File: src/rtl/sat_pkg.sv
package sat_pkg;
    // Crossing events produced by the threshold tracker.
    typedef struct packed {
        logic rise;   // supply became good (upper threshold seen)
        logic fall;   // supply became bad (lower threshold seen)
    } sat_evt_t;
endpackage

File: src/rtl/sat_sync.sv
module sat_sync #(
    parameter int N = 2
) (
    input  logic         clk,
    input  logic         rst_n,
    input  logic [N-1:0] d_i,
    output logic [N-1:0] q_o
);
    typedef struct packed {
        logic s1;
        logic s2;
    } stage_t;

    for (genvar b = 0; b < N; b++) begin : g_bit
        stage_t st_d, st_q;

        always_comb begin
            st_d.s1 = d_i[b];
            st_d.s2 = st_q.s1;
        end

        always_ff @(posedge clk or negedge rst_n) begin
            if (!rst_n) st_q <= '0;
            else        st_q <= st_d;
        end

        assign q_o[b] = st_q.s2;
    end
endmodule

File: src/rtl/sat_level.sv
module sat_level
    import sat_pkg::*;
(
    input  logic     clk,
    input  logic     rst_n,
    input  logic     hi_i,
    input  logic     lo_i,
    output logic     good_d_o,
    output sat_evt_t evt_o
);
    typedef struct packed {
        logic good;
    } lvl_t;

    lvl_t st_d, st_q;

    always_comb begin
        st_d  = st_q;
        evt_o = '0;
        if (lo_i) begin
            // lower threshold dominates
            st_d.good  = 1'b0;
            evt_o.fall = st_q.good;
        end else if (hi_i) begin
            st_d.good  = 1'b1;
            evt_o.rise = !st_q.good;
        end
    end

    always_ff @(posedge clk or negedge rst_n) begin
        if (!rst_n) st_q <= '0;
        else        st_q <= st_d;
    end

    assign good_d_o = st_d.good;

    assert_lo_wins_R8: assert property (@(posedge clk) disable iff (!rst_n)
        lo_i |=> !st_q.good);

    assert_hi_sets_R3: assert property (@(posedge clk) disable iff (!rst_n)
        (hi_i && !lo_i) |=> st_q.good);

    assert_hold_between_R7: assert property (@(posedge clk) disable iff (!rst_n)
        (!hi_i && !lo_i) |=> $stable(st_q.good));
endmodule

File: src/rtl/sat_timer.sv
module sat_timer #(
    parameter int TICKS = 10
) (
    input  logic clk,
    input  logic rst_n,
    input  logic load_i,
    input  logic tick_i,
    output logic busy_d_o
);
    localparam int CNT_W = (TICKS < 2) ? 1 : $clog2(TICKS + 1);

    typedef struct packed {
        logic [CNT_W-1:0] cnt;
    } tmr_t;

    tmr_t st_d, st_q;

    always_comb begin
        st_d = st_q;
        if (load_i) begin
            st_d.cnt = CNT_W'(TICKS);
        end else if (tick_i && (st_q.cnt != '0)) begin
            st_d.cnt = st_q.cnt - CNT_W'(1);
        end
    end

    always_ff @(posedge clk or negedge rst_n) begin
        if (!rst_n) st_q <= '0;
        else        st_q <= st_d;
    end

    assign busy_d_o = (st_d.cnt != '0);

    assert_count_step_R3: assert property (@(posedge clk) disable iff (!rst_n)
        (!load_i && st_q.cnt != '0) |=>
            (st_q.cnt == $past(st_q.cnt) || st_q.cnt == $past(st_q.cnt) - CNT_W'(1)));

    assert_idle_stays_R10: assert property (@(posedge clk) disable iff (!rst_n)
        (!load_i && st_q.cnt == '0) |=> (st_q.cnt == '0));

    assert_no_overrun_R6: assert property (@(posedge clk) disable iff (!rst_n)
        st_q.cnt <= CNT_W'(TICKS));
endmodule

File: src/rtl/supply_alarm_timer.sv
module supply_alarm_timer
    import sat_pkg::*;
#(
    parameter int ALARM_TICKS = 10
) (
    input  logic clk,
    input  logic rst_n,
    input  logic tick,
    input  logic sup_above_hi,
    input  logic sup_below_lo,
    output logic alarm_o,
    output logic alarm_n_o,
    output logic deact_req_o,
    output logic seq_enable_o
);
    localparam int N_CMP = 2;

    typedef struct packed {
        logic alarm_hi;
        logic alarm_lo_n;
        logic deact;
        logic seq_en;
    } out_t;

    logic [N_CMP-1:0] cmp_s;
    logic             good_d;
    logic             busy_d;
    sat_evt_t         evt;
    out_t             out_d, out_q;

    sat_sync #(.N(N_CMP)) u_sync (
        .clk   (clk),
        .rst_n (rst_n),
        .d_i   ({sup_below_lo, sup_above_hi}),
        .q_o   (cmp_s)
    );

    sat_level u_level (
        .clk      (clk),
        .rst_n    (rst_n),
        .hi_i     (cmp_s[0]),
        .lo_i     (cmp_s[1]),
        .good_d_o (good_d),
        .evt_o    (evt)
    );

    sat_timer #(.TICKS(ALARM_TICKS)) u_timer (
        .clk      (clk),
        .rst_n    (rst_n),
        .load_i   (evt.rise | evt.fall),
        .tick_i   (tick),
        .busy_d_o (busy_d)
    );

    always_comb begin
        out_d.alarm_hi   = !good_d || busy_d;
        out_d.alarm_lo_n = good_d && !busy_d;
        out_d.deact      = evt.fall;
        out_d.seq_en     = good_d && !busy_d;
    end

    always_ff @(posedge clk or negedge rst_n) begin
        if (!rst_n) out_q <= '{alarm_hi: 1'b1, alarm_lo_n: 1'b0, deact: 1'b0, seq_en: 1'b0};
        else        out_q <= out_d;
    end

    assign alarm_o      = out_q.alarm_hi;
    assign alarm_n_o    = out_q.alarm_lo_n;
    assign deact_req_o  = out_q.deact;
    assign seq_enable_o = out_q.seq_en;

    assert_polarity_R2: assert property (@(posedge clk) disable iff (!rst_n)
        alarm_o != alarm_n_o);

    assert_fall_alarm_R4: assert property (@(posedge clk) disable iff (!rst_n)
        evt.fall |=> (alarm_o && deact_req_o));

    assert_single_pulse_R5: assert property (@(posedge clk) disable iff (!rst_n)
        deact_req_o |=> !deact_req_o);

    assert_retrigger_R6: assert property (@(posedge clk) disable iff (!rst_n)
        (evt.rise || evt.fall) |=> alarm_o);

    assert_seq_gate_R9: assert property (@(posedge clk) disable iff (!rst_n)
        seq_enable_o |-> !alarm_o);
endmodule

File: config.mk
export PLATFORM = sky130hd
export DESIGN_NAME = supply_alarm_timer
export DESIGN_NICKNAME = d
export VERILOG_FILES = /design/src/rtl/sat_pkg.sv /design/src/rtl/sat_sync.sv /design/src/rtl/sat_level.sv /design/src/rtl/sat_timer.sv /design/src/rtl/supply_alarm_timer.sv
export SDC_FILE = /design/constraint.sdc
export NUM_CORES = 1
export LEC_CHECK = 0
export BUFFER_PORTS_ARGS = -buffer_cell sky130_fd_sc_hd__buf_2
export CAP_MARGIN = 0
export CORE_AREA = 8 8 45 47
export DETAILED_ROUTE_END_ITERATION = 12
export DIE_AREA = 0 0 53 55
export HOLD_SLACK_MARGIN = 0.06
export PLACE_DENSITY_LB_ADDON = 0.25
export SETUP_SLACK_MARGIN = 0.05
export SYNTH_ARGS = -nofsm -noshare
export SYNTH_HDL_FRONTEND = slang
export SYNTH_HIERARCHICAL = 1
export SYNTH_SLANG_ARGS = --single-unit
File: constraint.sdc
create_clock -name clk -period 4.76 [get_ports clk]
set_input_delay 0.952 -clock clk [delete_from_list [all_inputs] [get_ports clk]]
set_output_delay 0.952 -clock clk [all_outputs]
set_load 0.02 [all_outputs]
==> out/results.ini, run 1 <==
[setup_path]
cp_slowest_cell = sky130_fd_sc_hd__dfstp_2
critical_path.reg2reg.endpoint = alarm_o
rr_startpoint = u_timer/st_q[0]
r2r_cells = 6
cp_top_family = flip-flops
end_kind = primary output
crit_arrival_ns = 0.93
worstPathBufferInverterCount = 1
worst-r2r-setup-slack_ns = 2.98
worst-setup-path-type = reg -> out
list_of_cells_traversed_by_the_critical_path = buf_2
critical-path-max-stage-delay_ns = 0.51
worstPathRequired_ns = 3.81
startpoint_type = flip-flop
worstPathMaxFanout = 1

[floorplanning]
start_util = 0.385
cell_row_count = 14
die_h_um = 55
fp.dieArea_um2 = 2920
die_x_um = 53
design.core.area_um2 = 1380
design.portCount = 9

[cells_and_area]
finish.instance_area_um2 = 622
instances_no_fill = 71
syn_to_final_growth_pct = 16.7
n_antenna_cell = 0
layout_common_cells = sky130_fd_sc_hd__dfrtp_1, sky130_fd_sc_hd__buf_2, sky130_fd_sc_hd__clkbuf_4, sky130_fd_sc_hd__inv_1
layout-drive-gt1-share = 0.345
final_net_count = 62
most_frequent_standard_cell_in_the_layout_excluding_fill_and_tap_cells = sky130_fd_sc_hd__dfrtp_1

[pwr]
powerDensity_nw_per_um2 = 430
finalPower_w = 0.000267
power_frac_clock = 0.293
netSwitchingFraction = 0.292
internal-power_w = 0.000189
static-leakage-power_nw = 0.283
irDropWorstVdd_mv = 0.236
seqPwrFrac = 0.494
pwr-share-comb = 0.213
switching_power_w = 0.0000779

[clock_tree]
clk_pin_slew_worst_paths_ns = 0.07
h-tree-depth = 1
clock_latency_ns = 0.27
cts.repair.resized = 0
tritoncts = done
cts-root-buf = sky130_fd_sc_hd__clkbuf_4
number_of_cts_inserted_buffers = 3
holdBufCountCts = 0
cts_num_sinks = 12
setup_fix_buffers_added_after_clock_tree_synthesis = 0
clock_path_buffers = 2

[routing]
detail_route.wl_per_cell_um = 11.6
viasPerCell = 5.03
drt_drc_violations_left = 0
drt.antenna.violating_nets = 0
dr.pass1.iters = 5
dr.first_iter.drc_count = 2
detail_route.wirelength_um = 821
total_via_count_in_the_routed_design = 357

[place]
dp_slack_ns = 2.77
place_inst = 67
port-buffer-count = 8
dpl-instance-area_um2 = 586
place.detailed.hpwl_um = 664
globalplace.congestion = 0.824

[timing]
clock.fmax_mhz = 531
fin_tns_setup_ns = 0
relSlewSlack = 0.829
worst_pin_slew_ns = 0.256
finalWorstPathRequiredPeriod_ns = 1.88
final_min_period_over_clock_period = 0.396
unrepaired_setup_endpoints_after_global_routing = false
final-setup-viol-count = 0
final.setup_skew_ns = 0.00553
timing_max_transition_violations_final = 0
final_hold_violation_count = 0
layout_setup_ws_ns = 2.88

[yosys]
synthDominantCellAreaShare = 0.516
avgSynthCellArea_um2 = 12.1
ys_top_cells_by_area = sky130_fd_sc_hd__dfrtp_1, sky130_fd_sc_hd__dfstp_2, sky130_fd_sc_hd__nor3b_2
yosys_warnings = 6
synth_sequential_area_ratio = 0.566
syn-instance-count = 44
syn_area_um2 = 533
netlist-cell-type-count = 26
ys_seq_elements = 12
synth_fp_nets = 50
yosysTopAreaCell = sky130_fd_sc_hd__dfrtp_1

[outcome]
outcome = finished clean

[grt]
number_of_antenna_violations_at_the_first_check_in_global_routing = 0
grt_pass1_wl_um = 1380
grt_start_max_net_pins = 13
global_route.usage.total = 0.0664
gr-total-overflow = 0
via_count_of_the_first_global_routing_pass = 337

[min_path]
hold-path-cell-count = 0
min-delay-start = u_sync/g_bit[0].st_d[0]
worst_min_delay_path_category = reg -> reg
worst_case_hold_path_end_point = u_sync/q_o[0]

[job]
drv_cap = 0

[state kept, by name (all words and copies together), names as in the netlist]
register / flops
alarm_o: 1
deact_req_o: 1
seq_enable_o: 1
u_level/st_q: 1
u_sync/g_bit.st_d: 2
u_sync/q_o: 2
u_timer/st_q: 4
[worst max-delay path by stage]
stage,from,to,slack (ns),cells after the start
detailed placement,tick,alarm_o,2.77,5
global route,alarm_o,alarm_o,2.84,1
CTS,alarm_o,alarm_o,2.87,1
global placement,tick,alarm_o,2.76,5
finish,alarm_o,alarm_o,2.88,1
floorplan,tick,alarm_o,3.04,4
[layout make-up]
class                   instances  area [um^2]
clock buffers                   4         36.3
fillers                       137          762
inverters                       3         11.3
multi-input cells              28          213
flip-flops and latches         12          302
well taps                      16         20.0
repair buffers                  8         40.0
[power groups by stage]
stage	registers, W	logic [W]	clock network, W
after floorplan	0.000132	0.0000438	0
after global placement	0.000133	0.0000574	0
after detailed placement	0.000134	0.0000573	0
after CTS	0.000132	0.0000577	0.0000821
after global routing	0.000134	0.0000649	0.0000839
final	0.000132	0.0000570	0.0000783
[cell usage after synthesis]
| master | n |
|---|---|
| sky130_fd_sc_hd__o211ai_1 | 1 |
| sky130_fd_sc_hd__a21boi_0 | 1 |
| sky130_fd_sc_hd__nor3_1 | 2 |
| sky130_fd_sc_hd__dfstp_2 | 1 |
| sky130_fd_sc_hd__buf_4 | 1 |
| sky130_fd_sc_hd__a211oi_2 | 1 |
| sky130_fd_sc_hd__nand3_1 | 1 |
| sky130_fd_sc_hd__o21ba_1 | 1 |
| sky130_fd_sc_hd__a21oi_1 | 2 |
| sky130_fd_sc_hd__nor2b_1 | 2 |
| sky130_fd_sc_hd__dfrtp_1 | 11 |
| sky130_fd_sc_hd__or3_1 | 1 |
| sky130_fd_sc_hd__a31oi_1 | 1 |
| sky130_fd_sc_hd__ha_1 | 1 |
| sky130_fd_sc_hd__mux2i_1 | 1 |
| sky130_fd_sc_hd__nand2_1 | 1 |
| sky130_fd_sc_hd__and2_2 | 1 |
| sky130_fd_sc_hd__o21ai_0 | 1 |
| sky130_fd_sc_hd__nor2_1 | 2 |
| sky130_fd_sc_hd__a311oi_1 | 1 |
| sky130_fd_sc_hd__nor3b_2 | 2 |
| sky130_fd_sc_hd__inv_1 | 3 |
| sky130_fd_sc_hd__or3b_4 | 1 |
| sky130_fd_sc_hd__nand2b_1 | 2 |
| sky130_fd_sc_hd__or2_1 | 1 |
| sky130_fd_sc_hd__nor4b_2 | 1 |
[metal layers]
layer | track usage | up-vias | routed length, um
li1 | - | 177 | -
met1 | 0.0740 | 169 | 373
met2 | 0.0977 | 11 | 346
met3 | 0.0535 | 0 | 101
met4 | 0.0129 | 0 | 0
met5 | 0 | - | 0
[kinds of logic after synthesis]
| kind of cell | count (synthesis) | share of synthesized area |
|---|---|---|
| adder cells (fa/ha/maj) | 1 | 0.0235 |
| AND/OR/NAND/NOR | 17 | 0.230 |
| multiplexers | 1 | 0.0188 |
| AO/OA/AOI/OAI | 9 | 0.127 |
| buffers and inverters | 4 | 0.0352 |
| flip-flops | 12 | 0.566 |
[stage by stage]
stage                util  hold WS (ns)
CTS                 0.449         0.355
floorplan               -         0.331
detailed placement  0.423         0.337
global placement    0.423         0.332
global route        0.449         0.357
finish              0.449         0.350
(Power assumes the default switching activity.)
==> inputs of run 2 (changes only) <==
- clock period: 4.76 -> 1.9 ns (I/O delays scaled with it)
==> out/results.ini, run 2 (same netlist as run 1, synthesis figures left out) <==
[outcome]
outcome = finished clean

[floorplanning]
die_h_um = 55  ; unchanged
design.core.area_um2 = 1380  ; unchanged
die_x_um = 53  ; unchanged
design.portCount = 9  ; unchanged
cell_row_count = 14  ; unchanged
fp.dieArea_um2 = 2920  ; unchanged
start_util = 0.385  ; unchanged

[timing]
final.setup_skew_ns = 0.00268  ; -0.00285 ns
relSlewSlack = 0.827  ; -0.00134
final_min_period_over_clock_period = 0.896
clock.fmax_mhz = 587
layout_setup_ws_ns = 0.198  ; -2.68 ns
worst_pin_slew_ns = 0.257  ; +0.000931 ns
fin_tns_setup_ns = 0  ; unchanged
final_hold_violation_count = 0  ; unchanged
timing_max_transition_violations_final = 0  ; unchanged
finalWorstPathRequiredPeriod_ns = 1.70
final-setup-viol-count = 0  ; unchanged
unrepaired_setup_endpoints_after_global_routing = false

[routing]
dr.first_iter.drc_count = 5  ; +3
total_via_count_in_the_routed_design = 352  ; -1.4%
viasPerCell = 4.82  ; -4.1%
dr.pass1.iters = 3  ; -2
drt.antenna.violating_nets = 0  ; unchanged
detail_route.wl_per_cell_um = 11.0  ; -5.0%
drt_drc_violations_left = 0  ; unchanged
detail_route.wirelength_um = 802  ; -2.3%

[pwr]
pwr-share-comb = 0.229  ; +0.016
switching_power_w = 0.000190  ; +140%
finalPower_w = 0.000671  ; +150%
powerDensity_nw_per_um2 = 1050  ; +140%
internal-power_w = 0.000481  ; +150%
irDropWorstVdd_mv = 0.581  ; +150%
seqPwrFrac = 0.485  ; -0.009
netSwitchingFraction = 0.283  ; -0.00868
static-leakage-power_nw = 0.292  ; +3.3%
power_frac_clock = 0.285  ; -0.008

[grt]
gr-total-overflow = 0  ; unchanged
met1_global_route_usage = 0.0737  ; -0.000348
number_of_antenna_violations_at_the_first_check_in_global_routing = 0  ; unchanged
top_usage_layer = met2
grt_pass1_wl_um = 1410  ; +2.5%
grt_util_met3 = 0.0508  ; -0.00267
via_count_of_the_first_global_routing_pass = 354  ; +5.0%
grt_util_met2 = 0.0996  ; +0.00195
grt_start_max_net_pins = 13  ; unchanged
global_route.usage.total = 0.0680  ; +0.00155

[clock_tree]
tritoncts = done
number_of_cts_inserted_buffers = 3  ; unchanged
cts_num_sinks = 12  ; unchanged
clock_path_buffers = 2  ; unchanged
clock_latency_ns = 0.26  ; about the same
h-tree-depth = 1  ; unchanged
clk_pin_slew_worst_paths_ns = 0.07  ; about the same
cts-root-buf = sky130_fd_sc_hd__clkbuf_4

[place]
dpl-instance-area_um2 = 593  ; +1.3%
globalplace.congestion = 0.788  ; -4.4%
port-buffer-count = 8  ; unchanged
dp_slack_ns = 0.197  ; -2.57 ns
place.detailed.hpwl_um = 629  ; -5.3%

[cells_and_area]
registers.top_by_ff_count = u_timer/st_q
finish.instance_area_um2 = 639  ; +2.8%
final_net_count = 64  ; +3.2%
most_frequent_standard_cell_in_the_layout_excluding_fill_and_tap_cells = sky130_fd_sc_hd__dfrtp_1
layout_common_cells = sky130_fd_sc_hd__dfrtp_1, sky130_fd_sc_hd__buf_2, sky130_fd_sc_hd__clkbuf_4, sky130_fd_sc_hd__inv_1
n_antenna_cell = 0  ; unchanged
largest_reg_flops = 4  ; unchanged
syn_to_final_growth_pct = 20.0
layout-drive-gt1-share = 0.351  ; +0.00542

[setup_path]
startpoint_type = flip-flop
end_kind = flip-flop
r2r_cells = 6  ; unchanged
critical_path.reg2reg.endpoint = alarm_o
worstPathMaxFanout = 6  ; +5
crit_arrival_ns = 1.90  ; +0.97 ns
worstPathRequired_ns = 2.10  ; -1.71 ns
worst-setup-path-type = reg -> reg
rr_startpoint = u_timer/st_q[1]
worst-r2r-setup-slack_ns = 0.20  ; -2.78 ns

[min_path]
min-delay-start = sup_below_lo
worst_case_hold_path_end_point = u_sync/g_bit[1].st_d[0]
worst_min_delay_path_category = in -> reg
hold-path-cell-count = 1  ; +1

[job]
drv_cap = 0  ; unchanged

-- run 2: cell count changes in the layout (fill, tap and decap cells not counted), sizes merged --
cell / before / now
buf: 8 / 9
dlygate4sd3: 0 / 1
-- run 2: worst max-delay path, cell delays in order, from the launching register on --
cell and delay (ns):
sky130_fd_sc_hd__dfrtp_1 0.41, sky130_fd_sc_hd__inv_1 0.08, sky130_fd_sc_hd__ha_1 0.22, sky130_fd_sc_hd__or3b_4 0.42
sky130_fd_sc_hd__a211oi_2 0.22, sky130_fd_sc_hd__o211ai_1 0.13, sky130_fd_sc_hd__nand2b_1 0.16
-- run 2: how the worst max path moves through the flow --
stage | endpoint | start | cells past startpoint | slack (ns)
CTS | alarm_o | u_timer/st_q[1] | 6 | 0.18
floorplan | alarm_o | u_timer/st_q[0] | 6 | 0.26
finish | alarm_o | u_timer/st_q[1] | 6 | 0.20
detailed placement | alarm_o | u_timer/st_q[1] | 6 | 0.20
global route | alarm_o | u_timer/st_q[1] | 6 | 0.11
global placement | alarm_o | u_timer/st_q[1] | 6 | 0.19
-- run 2: layout make-up --
| cell class | count | area [um^2] |
|---|---|---|
| tap | 16 | 20.0 |
| clock buffer | 4 | 36.3 |
| multi-input combinational | 28 | 213 |
| inverter | 3 | 11.3 |
| timing repair buffer | 10 | 57.6 |
| sequential | 12 | 302 |
| fill | 124 | 744 |
-- run 2: power groups by stage --
stage | sequential, W | clock, W | combinational (W)
final | 0.000325 | 0.000191 | 0.000154
after global routing | 0.000332 | 0.000215 | 0.000175
after CTS | 0.000325 | 0.000203 | 0.000156
after detailed placement | 0.000330 | 0 | 0.000154
after global placement | 0.000331 | 0 | 0.000154
after floorplan | 0.000330 | 0 | 0.000110
-- run 2: routing by layer --
layer | vias up | share of wire
met5 | - | 0
met4 | 0 | 0
met3 | 0 | 0.081
met2 | 8 | 0.43
met1 | 161 | 0.48
li1 | 183 | -
-- run 2: per-stage QoR --
| stage | hold WS [ns] | utilization | instances |
|---|---|---|---|
| 3_5_place_dp | 0.267 | 0.429 | 68 |
| 2_1_floorplan | 0.0844 | - | 44 |
| 4_1_cts | 0.203 | 0.462 | 73 |
| 3_3_place_gp | 0.265 | 0.429 | 68 |
| 5_1_grt | 0.194 | 0.462 | 73 |
| 6_report | 0.218 | 0.462 | 73 |
-- run 2: repair_timing --
| action | CTS | global route |
|---|---|---|
| gates resized for setup | 0 | 0 |
| endpoints found under the setup margin | 0 | 0 |
| endpoints found under the hold margin | 11 | 0 |
| setup buffers | 0 | 0 |
| hold buffers | 1 | 0 |
